### src/rtl/bmon_pkg.sv
package bmon_pkg;

    // Phase of the bus cycle being watched
    typedef enum logic [1:0] {
        ST_IDLE  = 2'd0,   // no cycle open
        ST_RUN   = 2'd1,   // cycle open, counting clocks
        ST_DONE  = 2'd2,   // cycle answered or not timed, waiting for strobe release
        ST_FAULT = 2'd3    // timed out, bus error driven
    } bmon_state_e;

    // Number of timeout select codes, and the shift applied to the shortest limit
    localparam int unsigned SEL_W     = 2;
    localparam int unsigned SEL_CODES = 1 << SEL_W;

endpackage

### src/rtl/bmon_sync.sv
// Multi-stage synchronizer for a vector of asynchronous inputs.
module bmon_sync #(
    parameter int unsigned WIDTH   = 2,
    parameter int unsigned STAGES  = 2,    // at least 2
    parameter logic        RST_VAL = 1'b1
) (
    input  logic             clk,
    input  logic             rst_n,
    input  logic [WIDTH-1:0] d,
    output logic [WIDTH-1:0] q
);

    localparam int unsigned TOT_W = WIDTH * STAGES;

    logic [STAGES-1:0][WIDTH-1:0] sh_d, sh_q;

    always_comb begin
        sh_d = {sh_q[STAGES-2:0], d};
    end

    always_ff @(posedge clk or negedge rst_n) begin
        if (!rst_n) begin
            sh_q <= {TOT_W{RST_VAL}};
        end else begin
            sh_q <= sh_d;
        end
    end

    assign q = sh_q[STAGES-1];

endmodule

### src/rtl/bmon_limit.sv
// Turns the timeout select code into a clock count. Larger codes give
// shorter limits; each step halves the window.
module bmon_limit
    import bmon_pkg::*;
#(
    parameter int unsigned LIM_SHORT = 8,
    parameter int unsigned CNT_W     = 7
) (
    input  logic [SEL_W-1:0] code,
    output logic [CNT_W-1:0] lim
);

    logic [SEL_W-1:0] shift_amt;
    logic [CNT_W-1:0] base;

    always_comb begin
        shift_amt = ~code;
        base      = CNT_W'(LIM_SHORT);
        lim       = base << shift_amt;
    end

endmodule

### src/rtl/bmon_ctrl.sv
// Cycle state machine and clock counter. All next values are formed in one
// struct and registered together.
module bmon_ctrl
    import bmon_pkg::*;
#(
    parameter int unsigned CNT_W = 7
) (
    input  logic             clk,
    input  logic             rst_n,
    input  logic             en,
    input  logic             strb_n,
    input  logic             ack_seen,
    input  logic [CNT_W-1:0] lim_in,
    output logic             berr_n
);

    typedef struct packed {
        bmon_state_e      st;
        logic [CNT_W-1:0] cnt;
        logic [CNT_W-1:0] lim;
        logic             berr_n;
    } ctrl_t;

    ctrl_t cur_q, nxt_d;

    always_comb begin
        nxt_d = cur_q;
        if (!en) begin
            // Disabled: no timing; a cycle in progress is left untimed
            nxt_d.st     = strb_n ? ST_IDLE : ST_DONE;
            nxt_d.cnt    = '0;
            nxt_d.berr_n = 1'b1;
        end else begin
            case (cur_q.st)
                ST_IDLE: begin
                    if (!strb_n) begin
                        nxt_d.st  = ST_RUN;
                        nxt_d.cnt = CNT_W'(1);
                        nxt_d.lim = lim_in;
                    end
                end
                ST_RUN: begin
                    if (strb_n) begin
                        nxt_d.st  = ST_IDLE;
                        nxt_d.cnt = '0;
                    end else if (ack_seen) begin
                        nxt_d.st  = ST_DONE;
                        nxt_d.cnt = '0;
                    end else if (cur_q.cnt == cur_q.lim) begin
                        nxt_d.st     = ST_FAULT;
                        nxt_d.berr_n = 1'b0;
                    end else begin
                        nxt_d.cnt = cur_q.cnt + CNT_W'(1);
                    end
                end
                ST_DONE: begin
                    if (strb_n) begin
                        nxt_d.st = ST_IDLE;
                    end
                end
                ST_FAULT: begin
                    if (strb_n) begin
                        nxt_d.st     = ST_IDLE;
                        nxt_d.cnt    = '0;
                        nxt_d.berr_n = 1'b1;
                    end
                end
                default: begin
                    nxt_d.st     = ST_IDLE;
                    nxt_d.cnt    = '0;
                    nxt_d.berr_n = 1'b1;
                end
            endcase
        end
    end

    always_ff @(posedge clk or negedge rst_n) begin
        if (!rst_n) begin
            cur_q.st     <= ST_IDLE;
            cur_q.cnt    <= '0;
            cur_q.lim    <= '0;
            cur_q.berr_n <= 1'b1;
        end else begin
            cur_q <= nxt_d;
        end
    end

    assign berr_n = cur_q.berr_n;

endmodule

### src/rtl/bmon_top.sv
module bmon_top
    import bmon_pkg::*;
#(
    parameter int unsigned LIM_SHORT   = 8,
    parameter int unsigned SYNC_STAGES = 2
) (
    input  logic       clk,
    input  logic       rst_n,
    input  logic       mon_en,
    input  logic [1:0] tmo_sel,
    input  logic       cyc_strb_n,
    input  logic       dack_n,
    input  logic       avack_n,
    output logic       berr_n
);

    localparam int unsigned LIM_LONG = LIM_SHORT << (SEL_CODES - 1);
    localparam int unsigned CNT_W    = $clog2(LIM_LONG + 1);
    localparam int unsigned N_ACK    = 2;

    logic [N_ACK-1:0] ack_raw, ack_sync;
    logic             ack_seen;
    logic [CNT_W-1:0] lim;

    assign ack_raw = {avack_n, dack_n};

    bmon_sync #(
        .WIDTH  (N_ACK),
        .STAGES (SYNC_STAGES),
        .RST_VAL(1'b1)
    ) u_sync (
        .clk  (clk),
        .rst_n(rst_n),
        .d    (ack_raw),
        .q    (ack_sync)
    );

    // Either acknowledge low ends the cycle
    assign ack_seen = ~(&ack_sync);

    bmon_limit #(
        .LIM_SHORT(LIM_SHORT),
        .CNT_W    (CNT_W)
    ) u_limit (
        .code(tmo_sel),
        .lim (lim)
    );

    bmon_ctrl #(
        .CNT_W(CNT_W)
    ) u_ctrl (
        .clk     (clk),
        .rst_n   (rst_n),
        .en      (mon_en),
        .strb_n  (cyc_strb_n),
        .ack_seen(ack_seen),
        .lim_in  (lim),
        .berr_n  (berr_n)
    );

endmodule

### config.mk
export PLATFORM = sky130hd
export DESIGN_NAME = bmon_top
export DESIGN_NICKNAME = d
export VERILOG_FILES = /design/src/rtl/bmon_pkg.sv /design/src/rtl/bmon_sync.sv /design/src/rtl/bmon_limit.sv /design/src/rtl/bmon_ctrl.sv /design/src/rtl/bmon_top.sv
export SDC_FILE = /design/constraint.sdc
export NUM_CORES = 1
export LEC_CHECK = 0
export ABC_AREA = 0
export BUFFER_PORTS_ARGS = -buffer_cell sky130_fd_sc_hd__buf_2
export CAP_MARGIN = 40
export CORE_ASPECT_RATIO = 1.25
export CORE_MARGIN = 2
export CORE_UTILIZATION = 50
export CTS_CLUSTER_DIAMETER = 100
export DETAILED_ROUTE_END_ITERATION = 16
export GPL_TIMING_DRIVEN = 1
export PLACE_DENSITY = 0.7
export SLEW_MARGIN = 20
export SYNTH_ARGS = -nofsm -noshare
export SYNTH_HDL_FRONTEND = slang
export SYNTH_SLANG_ARGS = --single-unit
export TNS_END_PERCENT = 10
### constraint.sdc
create_clock -name clk -period 2.3 [get_ports clk]
set_input_delay 0.115 -clock clk [delete_from_list [all_inputs] [get_ports clk]]
set_output_delay 0.115 -clock clk [all_outputs]
set_load 0.005 [all_outputs]
==> results.md, run 1 <==
- Outcome: finished, final reports clean
- Vias in the first global route: 626
- Most frequent cells in the layout: dfrtp_1, nand2_1, nand3_1, buf_2
- PortBufs: 8
- HP Class: in -> reg
- Die area: ~2200 um^2
- Most common cell after layout, fill and taps aside: dfrtp_1
- Clock Root Buffer: clkbuf_4
- Sequential element share of the synthesized area: roughly half
- Vias/cell: approximately 5.8
- Area after DPL: roughly 960 um^2
- Net Sw Frac: between 20 and 30%
- Max clock buf depth: 2
- Global-route wire length before repair: 2750 um
- Synthesis warning total: 0
- Largest net degree at the start of global routing: 19
- Hold Path Origin: mon_en
- Worst skew pair latency: approximately 300 ps
- Initial DRC count: 14
- Final core utilization: 58.6%
- Finished Cell Area: 1020 um^2
- Yosys cell types: 34
- Clock transition at path regs: 100 ps
- Die X: about 42 um
- Initial Util: 52.3%
- Ys flop type: dfrtp_1
- WL/cell: roughly 13 um
- Post-Syn Area per Cell: about 9.8 um^2
- R2R depth: 4
- Crit. End Element: flip-flop
- Slew headroom: around three quarters
- Setup_tns: 0 ps
- Int Power: approximately 500 uW
- Worst VDD drop: 0.000467 V
- Met2 Use GR: between 20% and 30%
- Final Non-Filler Cells: ~120
- Reg2reg start: u_ctrl.cur_q[16]
- Pleak: 0.450 nW
- R2R Setup Slk: around 580 ps
- Startpoint Class: flip-flop
- Fin Clk Skew: between 5 and 6 ps
- I/O Pins: 9
- Max Slew Vio Count: 0
- Critical path type: reg -> reg
- Routed wire length: roughly 1600 um
- RePlAce Congestion: between 0.7 and 0.8
- Filler instances: between 150 and 200
- RSZ-0062 raised after global routing: no
- Worst hold path depth: 2
- Min Hold Slack: ~19 ps
- Final period util: between 70% and 80%
- DIE HEIGHT: around 52 um
- First-pass DRT Iterations: 4
- Final Hold Violating Endpoints: 0
- Syn Nets: ~100
- Fmax achieved: between 0.5 and 0.6 GHz
- Clock Sinks: 18
- CP Data Required Time: 2530 ps
- Sw power: between 150 and 200 uW
- Final setup viols: 0
- Number of max-cap violations: 0
- # diodes: 0
- EDFF count, synth: 0
- Share of layout cells above drive strength 1: between 10% and 20%
- Reg2reg end: u_ctrl.cur_q[9]
- Core area: roughly 1700 um^2
- GR Layer Usage met3: ~2.4%
- Synth Register Bits: 18
- Worst slew pin tran: 392 ps
- GRT Total Usage: 17.3%
- Core Rows: 17
- Post-Syn Area: around 910 um^2
- Met1 Track Usage GR: between 20% and 30%
- Dpl cells: approximately 120
- Synth async-reset ratio: 100%
- Final Critical Period: 1720 ps
- Detailed placement HPWL: approximately 1200 um
- Vias: 725
- CTS tree: yes
- # Post-CTS Setup Buffers: 0
- Sequential Power Share: between 50% and 60%
- CTS buffer count: 3
- Area Growth Syn to Fin: 12.1%
- Final #Nets: 116
- Cell count after synthesis: 93
- Remaining DRCs: 0
- Initial antenna violation count: 0
- Clk pwr share: 28.2%
- Gate power share: a little under a fifth
- Pwr dens: approximately 700 nW/um^2
- Arrival time at the worst endpoint: ~2000 ps
- WHS Endpoint: u_ctrl.berr_n
- GRT Max-Usage Layer: met2
- DRT antenna net count: 0
- H-tree levels: 1
- CP max FO: 9
- GRT overflow: 0
-- metrics by stage --
stage                     total power, mW  worst slack, ps
after floorplan                     0.466              663
after global placement              0.499              646
after detailed placement            0.503              598
after CTS                           0.706              580
after global routing                0.739              484
final                               0.696              580
-- cells in the mapped netlist (3+ instances only) --
cell / count / area [um^2]
dfrtp_1: 13 / 325
nand2_1: 11 / 41.3
dfstp_2: 5 / 131
nor3_1: 3 / 15.0
nand3_1: 8 / 40.0
inv_1: 5 / 18.8
o21ai_0: 5 / 25.0
nor2_1: 3 / 11.3
xnor2_1: 4 / 35.0
o21ai_1: 4 / 20.0
-- flip-flops by register name, summed over array words and instances, names as in the netlist --
name and flops:
u_ctrl.berr_n 1, u_sync.q 2, u_sync.sh_d 2, u_ctrl.cur_q 13
-- what timing repair did --
action	CTS	global route
hold endpoints to repair	15	0
hold buffers	3	0
gates resized for setup	0	0
-- power groups by stage --
stage,Sequential [mW],Combinational (mW),Clock (mW)
finish,0.370,0.130,0.196
floorplan,0.371,0.0943,0
CTS,0.371,0.131,0.205
global placement,0.376,0.122,0
global route,0.375,0.149,0.215
detailed placement,0.377,0.127,0
-- cell type report --
| cell class | instances | area (um^2) | share of cell area [%] |
|---|---|---|---|
| well taps | 19 | 23.8 | 2.33 |
| clock buffers | 4 | 36.3 | 3.55 |
| flip-flops and latches | 18 | 457 | 44.7 |
| inverters | 5 | 18.8 | 1.84 |
| repair buffers | 11 | 70.1 | 6.85 |
| multi-input cells | 67 | 417 | 40.8 |
-- how the worst max path moves through the flow --
stage | from | to | slack, ps
6_report | u_ctrl.cur_q[16] | u_ctrl.cur_q[9] | 580
5_1_grt | u_ctrl.cur_q[16] | u_ctrl.cur_q[9] | 480
4_1_cts | u_ctrl.cur_q[16] | u_ctrl.cur_q[9] | 580
3_5_place_dp | u_ctrl.cur_q[16] | u_ctrl.cur_q[9] | 600
3_3_place_gp | u_ctrl.cur_q[16] | u_ctrl.cur_q[9] | 650
2_1_floorplan | u_ctrl.cur_q[16] | u_ctrl.cur_q[9] | 660
-- critical path, cell delays in order, from the launching register on --
cell and delay [ps]:
dfrtp_1 430, or2_1 300, or3_1 510, o31a_1 290, o22ai_2 120
-- kinds of logic after synthesis --
family | synth area share (%)
fa+ha+maj | 2.74
compound gates | 16.2
mux | 1.10
xor+xnor | 4.80
flops | 50.1
simple gates | 20.9
buf+inv | 4.25
-- routing by layer --
metal | up-vias | wire [um]
li1 | 353 | -
met1 | 350 | 692
met2 | 17 | 786
met3 | 5 | 86
met4 | 0 | 46
met5 | - | 0
Power figures use the tool's default switching activity.
==> run 2, diff against run 1 <==
--- a/config.mk
+++ b/config.mk
@@ -5,7 +5,7 @@
 export SDC_FILE = /design/constraint.sdc
 export NUM_CORES = 1
 export LEC_CHECK = 0
-export ABC_AREA = 0
+export ABC_AREA = 1
 export BUFFER_PORTS_ARGS = -buffer_cell sky130_fd_sc_hd__buf_2
 export CAP_MARGIN = 40
 export CORE_ASPECT_RATIO = 1.25
==> constraint.sdc (replaced) <==
create_clock -name clk -period 1.77 [get_ports clk]
set_input_delay 0.0885 -clock clk [delete_from_list [all_inputs] [get_ports clk]]
set_output_delay 0.0885 -clock clk [all_outputs]
set_load 0.005 [all_outputs]
==> run 2 against run 1 <==
  * Area after synthesis increased by 13%
  * First-iteration DRC count grew to 2.5 times the previous value
  * Clock skew is 3.0 ps higher
  * Largest power group unchanged
  * Clock power grew 32%
  * Maximum frequency grew 6.1%
  * Worst hold slack better by 42 ps
  * Synthesized cell count increased by 48%
  * Global-route usage increased by 2.4 points
==> results.md, run 2 <==
- Vias: ~960
- Top Family by Delay on Critical Path: simple AND/OR/NAND/NOR gates
- Crit. End Element: flip-flop
- PortBufs: 8
- Max Slew Vio Count: 0
- Final core utilization: between 50% and 60%
- # diodes: 0
- Startpoint Class: flip-flop
- Remaining DRCs: 0
- Gate power share: a little over a fifth
- Max clock buf depth: 2
- Clock Sinks: 18
- Outcome: finished, final reports clean
- Die area: approximately 2500 um^2
- Final Critical Period: approximately 1600 ps
- Clk pwr share: 27.8%
- Post-Syn Area per Cell: ~7.5 um^2
- Worst slew pin tran: around 400 ps
- Arrival time at the worst endpoint: between 1500 and 2000 ps
- Pwr dens: ~800 nW/um^2
- # resized after CTS: 0
- Net Sw Frac: between 30% and 40%
- Fin Clk Skew: roughly 8.6 ps
- Worst skew pair latency: slightly below 300 ps
- Global-route wire length before repair: 3540 um
- Critical path type: reg -> reg
- Setup_tns: 0 ps
- Slew headroom: between 70% and 80%
- Fmax achieved: roughly 0.62 GHz
- Most common cell after layout, fill and taps aside: nand2_1
- Yosys cell types: 20
- Share of layout cells above drive strength 1: between 10% and 20%
- Area Growth Syn to Fin: 12.7%
- Synth async-reset ratio: 100%
- Die X: about 45 um
- Max FFs per register: 13
- Number of max-cap violations: 0
- I/O Pins: 9
- RePlAce Congestion: between 0.8 and 0.9
- Syn Nets: roughly 150
- EDFF count, synth: 0
- Ys flop type: dfrtp_1
- WL/cell: about 12 um
- Cell count after synthesis: roughly 140
- Sw power: 289 uW
- Slowest Stage Delay on Critical Path: 430 ps
- Clock Root Buffer: clkbuf_4
- H-tree levels: 1
- Most frequent cell after synthesis: nand2_1
- Synthesis warning total: 0
- Largest cells by area after synthesis: dfrtp_1, dfstp_2, nand2_1
- # Post-CTS Setup Buffers: 0
- Routed wire length: around 2100 um
- Initial Util: 52.8%
- Worst VDD drop: roughly 0.00045 V
- Vias/cell: between 5 and 6
- DRT antenna net count: 0
- Final period util: between 90% and 100%
- Cts hold-fix bufs: 3
- HP Class: in -> reg
- RSZ-0062 raised after global routing: no
- Synth area leader: dfrtp_1
- DIE HEIGHT: ~55 um
- Pleak: ~0.60 nW
- Critical path's most frequent cell: nand2_1
- Sequential element share of the synthesized area: between 40 and 50%
- CP cell instances: inv_1 > ha_1 > nand2_1 > a21oi_1 > nand3_2 > nand2_2 > nand2_4 > nand2_1 > o21ai_2
- Most frequent cells in the layout: nand2_1, inv_1, nand3_1, nor2_1, dfrtp_1
- Share of the synthesized area in the top cell type: about a third
- CP max-delay cell: dfrtp_1
- First-pass DRT Iterations: 4
- Detailed placement HPWL: between 1500 and 2000 um
- Post-Syn Area: roughly 1000 um^2
- Worst slack, placed: 174 ps
- Biggest register: u_ctrl.cur_q
- Synth Register Bits: 18
- Clock transition at path regs: between 100 and 150 ps
- CP max FO: 7
- Initial antenna violation count: 0
- Vias in the first global route: around 900
- Initial DRC count: 35
- CTS tree: yes
- CTS buffer count: 3
- Core area: 1960 um^2
- WP buf/inv: 1
- Filler instances: 180
- Final #Nets: between 150 and 200
- GRT overflow: 0
- PnR worst setup slack: roughly 150 ps
- GRT Total Usage: between 10% and 20%
- Largest net degree at the start of global routing: 19
- CP Data Required Time: between 1500 and 2000 ps
- Final Hold Violating Endpoints: 0
- Sequential Power Share: 50.7%
- Most frequent cells after synthesis: nand2_1, inv_1, nand3_1, nor2_1, dfrtp_1
- Int Power: between 600 and 700 uW
- Final setup viols: 0
- Core Rows: 18
## run 2: changes by cell type after synthesis, moves of 4 or more
cell,previous run,this run
a21oi_1,0,4
inv_1,5,21
nand2_1,11,35
nand3_1,8,14
nand4_1,0,7
nor2_1,3,14
o21ai_1,4,0
xnor2_1,4,0
## run 2: per-stage QoR
step	power [mW]	hold slack, ps	instances	instance area (um^2)
6_report	0.932	61.6	173	1170
5_1_grt	0.978	78.9	173	1170
4_1_cts	0.934	63.3	173	1170
3_5_place_dp	0.676	41.2	166	1100
3_3_place_gp	0.669	31.2	166	1100
2_1_floorplan	0.620	-207	138	1030
## run 2: power groups by stage
stage | Combinational (mW) | Sequential, mW | Clock (mW)
floorplan | 0.144 | 0.476 | 0
global placement | 0.190 | 0.479 | 0
detailed placement | 0.196 | 0.480 | 0
CTS | 0.201 | 0.473 | 0.260
global route | 0.230 | 0.477 | 0.271
finish | 0.201 | 0.472 | 0.259
## run 2: cell type report
class	count	area [um^2]	share of cell area [%]
clock buffers	4	36.3	3.11
inverters	23	86.3	7.40
multi-input cells	96	484	41.5
flip-flops and latches	18	457	39.2
well taps	20	25.0	2.15
repair buffers	12	77.6	6.65
## run 2: metal layers
metal	vias to the layer above	part of all wire (%)	global-route usage [%]	wire length (um)
met5	-	0	0	0
li1	476	-	-	-
met4	0	0.57	6.06	12
met2	22	51	36.0	1080
met3	2	2.8	2.31	58
met1	455	45	23.8	950
## run 2: worst paths after layout
path / startpoint / to / slack, ps / cells past startpoint
max: u_ctrl.cur_q[8] / u_ctrl.cur_q[8] / 150 / 9
min: tmo_sel[0] / u_ctrl.cur_q[6] / 60 / 3
max reg2reg: u_ctrl.cur_q[8] / u_ctrl.cur_q[8] / 150 / 9
min reg2reg: u_sync.sh_d[2] / u_sync.q[0] / 360 / 0
max in group asynchronous: rst_n / u_sync.q[1] / 1200 / 2
min in group asynchronous: rst_n / u_ctrl.cur_q[14] / 240 / 2
## run 2: kinds of logic after synthesis
kind of cell             count (synthesis)  synth area share (%)
adder cells (fa/ha/maj)                  2                  2.42
AO/OA/AOI/OAI                           14                  7.50
flip-flops                              18                  44.1
buffers and inverters                   24                  9.07
AND/OR/NAND/NOR                         80                  36.9
## run 2: worst min-delay path, stage by stage
cell and delay (ps):
buf_2 100, nand3_1 70, o21ai_0 60
==> run 3, diff against run 2 <==
--- a/config.mk
+++ b/config.mk
@@ -15,6 +15,7 @@
 export DETAILED_ROUTE_END_ITERATION = 16
 export GPL_TIMING_DRIVEN = 1
 export PLACE_DENSITY = 0.7
+export RECOVER_POWER = 25
 export SLEW_MARGIN = 20
 export SYNTH_ARGS = -nofsm -noshare
 export SYNTH_HDL_FRONTEND = slang
==> run 3 against run 2 <==
  * Clock power about the same
  * Worst setup slack stayed put
  * Die area is the same
  * Register-to-register slack is essentially flat
  * Power is essentially flat
  * Worst hold slack did not move
  * Cell count unchanged
  * Maximum frequency is the same
  * Sequential share of layout area is essentially flat
  * Via count did not move
  * First-iteration DRC count did not move
  * Sequential power hardly changed
  * Largest power group unchanged
  * Highest routed layer unchanged
==> results.md, run 3 (synthesis results as in run 2) <==
- CTS tree: yes
- Pleak: about 0.60 nW
- # resized after CTS: 0
- Most common cell after layout, fill and taps aside: nand2_1
- Vias: between 900 and 1000
- Clock Root Buffer: clkbuf_4
- Final Hold Violating Endpoints: 0
- Max clock buf depth: 2
- Final period util: approximately nine tenths
- Dpl cells: 166
- R2R depth: 9
- Clock transition at path regs: between 100 and 150 ps
- PortBufs: 8
- Worst slew pin tran: roughly 950 ps
- Largest net degree at the start of global routing: 19
- Met2 Use GR: a little over a third
- Fmax achieved: roughly 0.6 GHz
- DIE HEIGHT: around 55 um
- Arrival time at the worst endpoint: approximately 1800 ps
- Detailed placement HPWL: 1610 um
- Global-route wire length before repair: about 3500 um
- HP Class: in -> reg
- Most frequent cells in the layout: nand2_1, inv_1, nand3_1, nor2_1, dfrtp_1
- I/O Pins: 9
- Crit. End Element: flip-flop
- PnR worst setup slack: approximately 150 ps
- Remaining DRCs: 0
- First-pass DRT Iterations: 4
- Fin Clk Skew: around 8.6 ps
- GRT Total Usage: 19.7%
- Startpoint Class: flip-flop
- Critical path's most frequent cell: nand2_1
- GRT Max-Usage Layer: met2
- DRT antenna net count: 0
- Pwr dens: 800 nW/um^2
- Worst hold path depth: 3
- GRT overflow: 0
- Core Rows: 18
- Initial Util: 52.8%
- Die area: between 2000 and 2500 um^2
- Met1 Track Usage GR: 23.8%
- H-tree levels: 1
- RePlAce Congestion: ~0.82
- Worst VDD drop: around 0.00045 V
- Core area: between 1500 and 2000 um^2
- Share of layout cells above drive strength 1: roughly 18%
- R2R Setup Slk: 150 ps
- Final Non-Filler Cells: approximately 170
- Vias/cell: around 5.5
- CP cell instances: inv_1 > ha_1 > nand2_1 > a21oi_1 > nand3_2 > nand2_2 > nand2_4 > nand2_1 > o21ai_2
- Instance count on the critical path: 9
- Critical path type: reg -> reg
- Final Critical Period: 1620 ps
- Reg2reg start: u_ctrl.cur_q[8]
- Setup_tns: 0 ps
- CP max-delay cell: dfrtp_1
- Slowest Stage Delay on Critical Path: roughly 430 ps
- CP Data Required Time: slightly below 2000 ps
- Die X: between 40 and 50 um
- Final #Nets: roughly 160
- Overall Power: around 930 uW
- Slew headroom: about 36%
- Biggest register: u_ctrl.cur_q
- CP max FO: 7
- Number of max-cap violations: 0
- Reg2reg end: u_ctrl.cur_q[8]
- RSZ-0062 raised after global routing: no
- Max Slew Vio Count: 0
- Min Hold Slack: 61.6 ps
- Worst skew pair latency: 290 ps
- Area Growth Syn to Fin: 12.6%
- GR Layer Usage met3: under 10%
- WHS Endpoint: u_ctrl.cur_q[6]
- Initial antenna violation count: 0
- Outcome: finished, final reports clean
- Clock Sinks: 18
- Initial DRC count: 35
- WL/cell: 12.1 um
- Vias in the first global route: 879
- Hold Path Origin: tmo_sel[0]
- # diodes: 0
- WP buf/inv: 1
- CTS buffer count: 3
- Top Family by Delay on Critical Path: simple AND/OR/NAND/NOR gates
- Max FFs per register: 13
- Routed wire length: 2100 um
- Worst slack, placed: between 150 and 200 ps
- Final setup viols: 0
run 3: cell types whose count changed in the layout (fill, tap and decap cells not counted):
cell,before,now
buf_2,8,7
clkbuf_1,0,1
run 3: worst max-delay path by stage:
stage	start	end	slack, ps
after detailed placement	u_ctrl.cur_q[8]	u_ctrl.cur_q[8]	170
after global routing	u_ctrl.cur_q[8]	u_ctrl.cur_q[12]	40
after CTS	u_ctrl.cur_q[8]	u_ctrl.cur_q[8]	170
final	u_ctrl.cur_q[8]	u_ctrl.cur_q[8]	150
after floorplan	u_ctrl.cur_q[8]	u_ctrl.cur_q[8]	350
after global placement	u_ctrl.cur_q[8]	u_ctrl.cur_q[8]	250
run 3: cell type report:
class                   instances  area, um^2
repair buffers                 12        76.3
well taps                      20        25.0
flip-flops and latches         18         457
clock buffers                   4        36.3
inverters                      23        86.3
fillers                       180         795
multi-input cells              96         484
run 3: metrics by stage:
stage | instance area (um^2) | utilization, %
2_1_floorplan | 1030 | -
6_report | 1160 | 59.5
5_1_grt | 1160 | 59.5
3_5_place_dp | 1100 | 56.1
3_3_place_gp | 1100 | 56.1
4_1_cts | 1170 | 59.5
run 3: timing repair:
action                                  in CTS  in global routing
hold buffers                                 3                  0
setup buffers                                0                  0
endpoints found under the setup margin       0                  0
endpoints found under the hold margin       15                  0
run 3: worst reg2reg max path: cells and delay by family (launching register included):
family | cells | cell delay [ps]
and+or+nand+nor | 5 | 560
AOI/OAI and AO/OA | 2 | 250
DFF | 1 | 430
buffers and inverters | 1 | 140
adders and majority gates | 1 | 160
run 3: report_power, final:
group / internal, mW / switching, mW / total [mW]
Clock: 0.125 / 0.134 / 0.259
Sequential: 0.451 / 0.0215 / 0.472
Combinational: 0.0663 / 0.134 / 0.200
run 3: routing by layer:
metal  vias to the layer above  part of all wire [%]
met5                         -                     0
li1                        476                     -
met1                       455                    45
met4                         0                  0.57
met2                        22                    51
met3                         2                   3.0
